**src/rtl/burst_seq_pkg.sv**
```systemverilog
package burst_seq_pkg;
   // Encoding of the order-select pin
   typedef enum logic {
      ORD_LINEAR = 1'b0,
      ORD_XOR    = 1'b1
   } order_e;

   localparam int SEQ_W_MIN = 1;
   localparam int SEQ_W_MAX = 4;
endpackage

```
**src/rtl/burst_ptr_reg.sv**
```systemverilog
// Holds the latched start value and the beat count of the current burst.
module burst_ptr_reg #(
   parameter int SEQ_W = 2
) (
   input  logic             clk_i,
   input  logic             rst_ni,
   input  logic             load_i,
   input  logic             adv_ni,
   input  logic [SEQ_W-1:0] start_i,
   output logic [SEQ_W-1:0] base_o,
   output logic [SEQ_W-1:0] beat_o
);
   localparam logic [SEQ_W-1:0] ONE = SEQ_W'(1);

   logic [SEQ_W-1:0] base_q;
   logic [SEQ_W-1:0] beat_q;

   always_ff @(posedge clk_i or negedge rst_ni) begin
      if (!rst_ni) begin
         base_q <= '0;
         beat_q <= '0;
      end else if (load_i) begin
         // a load outranks a simultaneous advance
         base_q <= start_i;
         beat_q <= '0;
      end else if (!adv_ni) begin
         beat_q <= beat_q + ONE;
      end
   end

   assign base_o = base_q;
   assign beat_o = beat_q;
endmodule

```
**src/rtl/burst_order_map.sv**
```systemverilog
// Maps (start, beat) to the issued address in either order.
module burst_order_map
   import burst_seq_pkg::*;
#(
   parameter int SEQ_W = 2
) (
   input  logic             ilv_i,
   input  logic [SEQ_W-1:0] base_i,
   input  logic [SEQ_W-1:0] beat_i,
   output logic [SEQ_W-1:0] addr_o
);
   logic [SEQ_W-1:0] lin_addr;
   logic [SEQ_W-1:0] xor_addr;
   order_e           order;

   assign order    = order_e'(ilv_i);
   assign lin_addr = base_i + beat_i;   // wraps at 2**SEQ_W

   for (genvar b = 0; b < SEQ_W; b++) begin : g_xor_bit
      assign xor_addr[b] = base_i[b] ^ beat_i[b];
   end

   always_comb begin
      if (order == ORD_XOR) addr_o = xor_addr;
      else                  addr_o = lin_addr;
   end
endmodule

```
**src/rtl/burst_seq_gen.sv**
```systemverilog
module burst_seq_gen
   import burst_seq_pkg::*;
#(
   parameter int SEQ_W = 2
) (
   input  logic             clk_i,
   input  logic             rst_ni,
   input  logic             load_i,
   input  logic [SEQ_W-1:0] start_i,
   input  logic             adv_ni,
   input  logic             ilv_i,
   output logic [SEQ_W-1:0] addr_o,
   output logic [SEQ_W-1:0] beat_o
);
   if (SEQ_W < SEQ_W_MIN || SEQ_W > SEQ_W_MAX) begin : g_bad_width
      $error("burst_seq_gen: SEQ_W out of supported range");
   end

   logic [SEQ_W-1:0] base;
   logic [SEQ_W-1:0] beat;

   burst_ptr_reg #(.SEQ_W(SEQ_W)) u_ptr (
      .clk_i   (clk_i),
      .rst_ni  (rst_ni),
      .load_i  (load_i),
      .adv_ni  (adv_ni),
      .start_i (start_i),
      .base_o  (base),
      .beat_o  (beat)
   );

   burst_order_map #(.SEQ_W(SEQ_W)) u_map (
      .ilv_i  (ilv_i),
      .base_i (base),
      .beat_i (beat),
      .addr_o (addr_o)
   );

   assign beat_o = beat;
endmodule

```
**config.mk**
```make
export PLATFORM = sky130hd
export DESIGN_NAME = burst_seq_gen
export DESIGN_NICKNAME = d
export VERILOG_FILES = /design/src/rtl/burst_seq_pkg.sv /design/src/rtl/burst_ptr_reg.sv /design/src/rtl/burst_order_map.sv /design/src/rtl/burst_seq_gen.sv
export SDC_FILE = /design/constraint.sdc
export NUM_CORES = 1
export LEC_CHECK = 0
export ABC_AREA = 1
export BUFFER_PORTS_ARGS = -buffer_cell sky130_fd_sc_hd__buf_4
export CAP_MARGIN = 20
export CORE_AREA = 2 2 39 41
export CTS_CLUSTER_DIAMETER = 200
export CTS_CLUSTER_SIZE = 30
export DETAILED_ROUTE_END_ITERATION = 12
export DIE_AREA = 0 0 41 43
export MAX_ROUTING_LAYER = met4
export PLACE_DENSITY = 0.39
export SETUP_SLACK_MARGIN = 0.02
export SYNTH_ARGS = -nofsm -noshare
export SYNTH_HDL_FRONTEND = slang
export SYNTH_HIERARCHICAL = 1
export SYNTH_SLANG_ARGS = --single-unit
```
**constraint.sdc**
```tcl
create_clock -name clk_i -period 0.9 [get_ports clk_i]
set_input_delay 0.09 -clock clk_i [delete_from_list [all_inputs] [get_ports clk_i]]
set_output_delay 0.09 -clock clk_i [all_outputs]
set_load 0.05 [all_outputs]
```
==> impl_metrics.toml <==
[power_and_ir_drop]
power_density_cells_nw_per_um2 = 1560
finalPower_uw = 727
clkPwrFrac = 0.340
static-leakage-power_nw = 0.234
share_seq_of_total_power = 0.290
p_sw_frac = 0.328
power.ir.vdd_worst_mv = 0.699
p_sw_uw = 239
cell_internal_pwr_uw = 489
power_frac_comb = 0.370

[clock_tree]
clkSlewWorstSetupHoldPaths_ns = 0.04
numClockSinks = 4
cts-htree-levels = 1
cts.root.buffer_cell = "sky130_fd_sc_hd__clkbuf_4"
tritoncts.num_buffers = 3
clkLatencyLatePin_ns = 0.24
tritoncts = "built"
cts.path.max_buffers = 2

[setup_path]
cp.arrival_ns = 1.27
r2r_path_start = "u_ptr/beat_o[0]"
rr_endpoint = "u_ptr/beat_o[1]"
worst_ep_required_time_ns = 0.81
worst-setup-path-type = "register to output pin"
crit_path_max_fanout = 2
r2r.worst_path.cells = 4
timing.critical_path.from_type = "register"
reg2reg_slack_ns = -0.04
cp-end-kind = "output pin"

[logic_synthesis]
synth.net_count = 43
syn-mean-instance-area_um2 = 6.58
netlist-cell-type-count = 8
synth_seq_area_share = 0.435
synth.yosys.warnings = 6
synth_seq_cells = 4
syn_area_um2 = 230
syn_inst = 35

[placed_design]
finalWeightedCongestion = 0.653
dpl-instance-area_um2 = 359
preCtsSetupSlack_ns = -0.268
dp.final_hpwl_um = 423
port_buffers = 10

[worst_hold_path]
hold_end = "u_ptr/base_o[0]"
min-delay-start = "start_i[0]"
min_delay_path_depth = 3
worst_hold_path_type = "input port to register"

[layout]
ratio_of_cells_with_drive_above_1_in_the_final_layout = 0.509
antenna-diode-count = 0
post-route-cell-area_um2 = 465
final_common_cell = "sky130_fd_sc_hd__nand2_1"
area.growth.synth_to_final_pct = 102
final_net_count = 64
most-common-layout-cells = "14 x sky130_fd_sc_hd__nand2_1, 9 x sky130_fd_sc_hd__buf_4, 4 x sky130_fd_sc_hd__inv_1"

[timing]
finalCriticalPeriod_ns = 1.36
finalHoldWorstSlack_ns = 0.0596
grt_setup_unrepaired = "yes"
clock.fmax_mhz = 736
slew_violations = 0
totalNegativeSetupSlack_ns = -1.15
setup_ws_ns = -0.458
worst_relative_slew_slack = 0.916
final_worst_path_period_share = 1.51
worst_clock_skew_ns = 0.00000125
tightestPinTransition_ns = 0.125
hold_violations = 0
setup_violations = 6

[detailed_routing]
drt_pre_antenna_iters = 1
via_per_inst = 3.72
routed_wire_length_per_instance_um = 7.39
drc = 0
vias = 264
antenna_left = 0
drt_iter0_drc = 0
finalWirelength_um = 525

[floorplan]
floorplan.io_pins = 11
rows = 14
core_region_area_um2 = 1380
start_util = 0.166
floorplan.die.height_um = 43
floorplan.die.width_um = 41
die_area_um2 = 1760

[status]
outcome = "finished with violations"
failed_checks = "setup timing"

[flow_run]
timing.max_cap.violations = 0

[grt]
grt_max_degree = 6
overflow = 0
grt_use_total = 0.0722
first_pass_grt_wire_length_um = 834
first_global_vias = 240
grt_antenna_before_repair = 0
power groups by stage:
stage	clock network [mW]	logic [mW]	registers, mW
global placement	0	0.206	0.214
detailed placement	0	0.207	0.214
finish	0.247	0.269	0.211
CTS	0.259	0.248	0.212
global route	0.270	0.289	0.213
floorplan	0	0.121	0.237
routing by layer:
metal / vias up / GRT usage / wire [um]
li1: 143 / - / -
met1: 113 / 0.0812 / 221
met2: 8 / 0.103 / 260
met3: 0 / 0.0157 / 43
met4: 0 / 0.0600 / 0
met5: - / - / 0
kinds of logic after synthesis:
group | after synthesis | share of synthesized area
adders and majority gates | 1 | 0.0543
and+or+nand+nor | 22 | 0.375
DFF | 4 | 0.435
buffers and inverters | 7 | 0.114
AOI/OAI and AO/OA | 1 | 0.0217
how the worst max path moves through the flow:
stage / slack (ns) / from / to
2_1_floorplan: -0.42 / u_ptr/beat_o[0] / addr_o[1]
3_3_place_gp: -0.25 / u_ptr/beat_o[0] / addr_o[1]
3_5_place_dp: -0.27 / u_ptr/base_o[0] / addr_o[1]
4_1_cts: -0.48 / u_ptr/base_o[0] / addr_o[1]
5_1_grt: -0.52 / u_ptr/base_o[0] / addr_o[1]
6_report: -0.46 / u_ptr/beat_o[0] / addr_o[1]
through the flow:
stage,cells,util
global placement,63,0.259
floorplan,35,-
global route,71,0.336
detailed placement,63,0.259
CTS,68,0.309
finish,71,0.336
critical path: stages (launching register included):
cell and delay (ns):
sky130_fd_sc_hd__dfrtp_2 0.42, sky130_fd_sc_hd__ha_4 0.16, sky130_fd_sc_hd__nand2_1 0.06, sky130_fd_sc_hd__nand3_1 0.08
sky130_fd_sc_hd__nand2_2 0.09, sky130_fd_sc_hd__clkinvlp_4 0.07, sky130_fd_sc_hd__buf_6 0.14
repair_timing:
item / 4_1_cts / 5_1_grt
endpoints found under the hold margin: 4 / 0
setup endpoints to repair: 5 / 5
pin swaps: 0 / 2
setup buffers: 0 / 3
gates resized for setup: 9 / 4
hold buffers: 1 / 0
registers in the layout, summed over array words and instances (netlist names):
register,cells
u_ptr/base_o,2
u_ptr/beat_o,2
cells in the mapped netlist:
cell type | count | area (um2)
sky130_fd_sc_hd__dfrtp_1 | 4 | 100
sky130_fd_sc_hd__inv_2 | 2 | 7.51
sky130_fd_sc_hd__inv_1 | 5 | 18.8
sky130_fd_sc_hd__nor2_1 | 4 | 15.0
sky130_fd_sc_hd__a21oi_1 | 1 | 5.00
sky130_fd_sc_hd__nand2_1 | 15 | 56.3
sky130_fd_sc_hd__ha_1 | 1 | 12.5
sky130_fd_sc_hd__nand3_1 | 3 | 15.0
area by class of cell:
cell class,instances,area [um2]
inverters,7,30.0
repair buffers,16,156
multi-input cells,24,130
clock buffers,4,26.3
fillers,156,918
flip-flops and latches,4,103
well taps,16,20.0
Power figures use the tool's default switching activity.
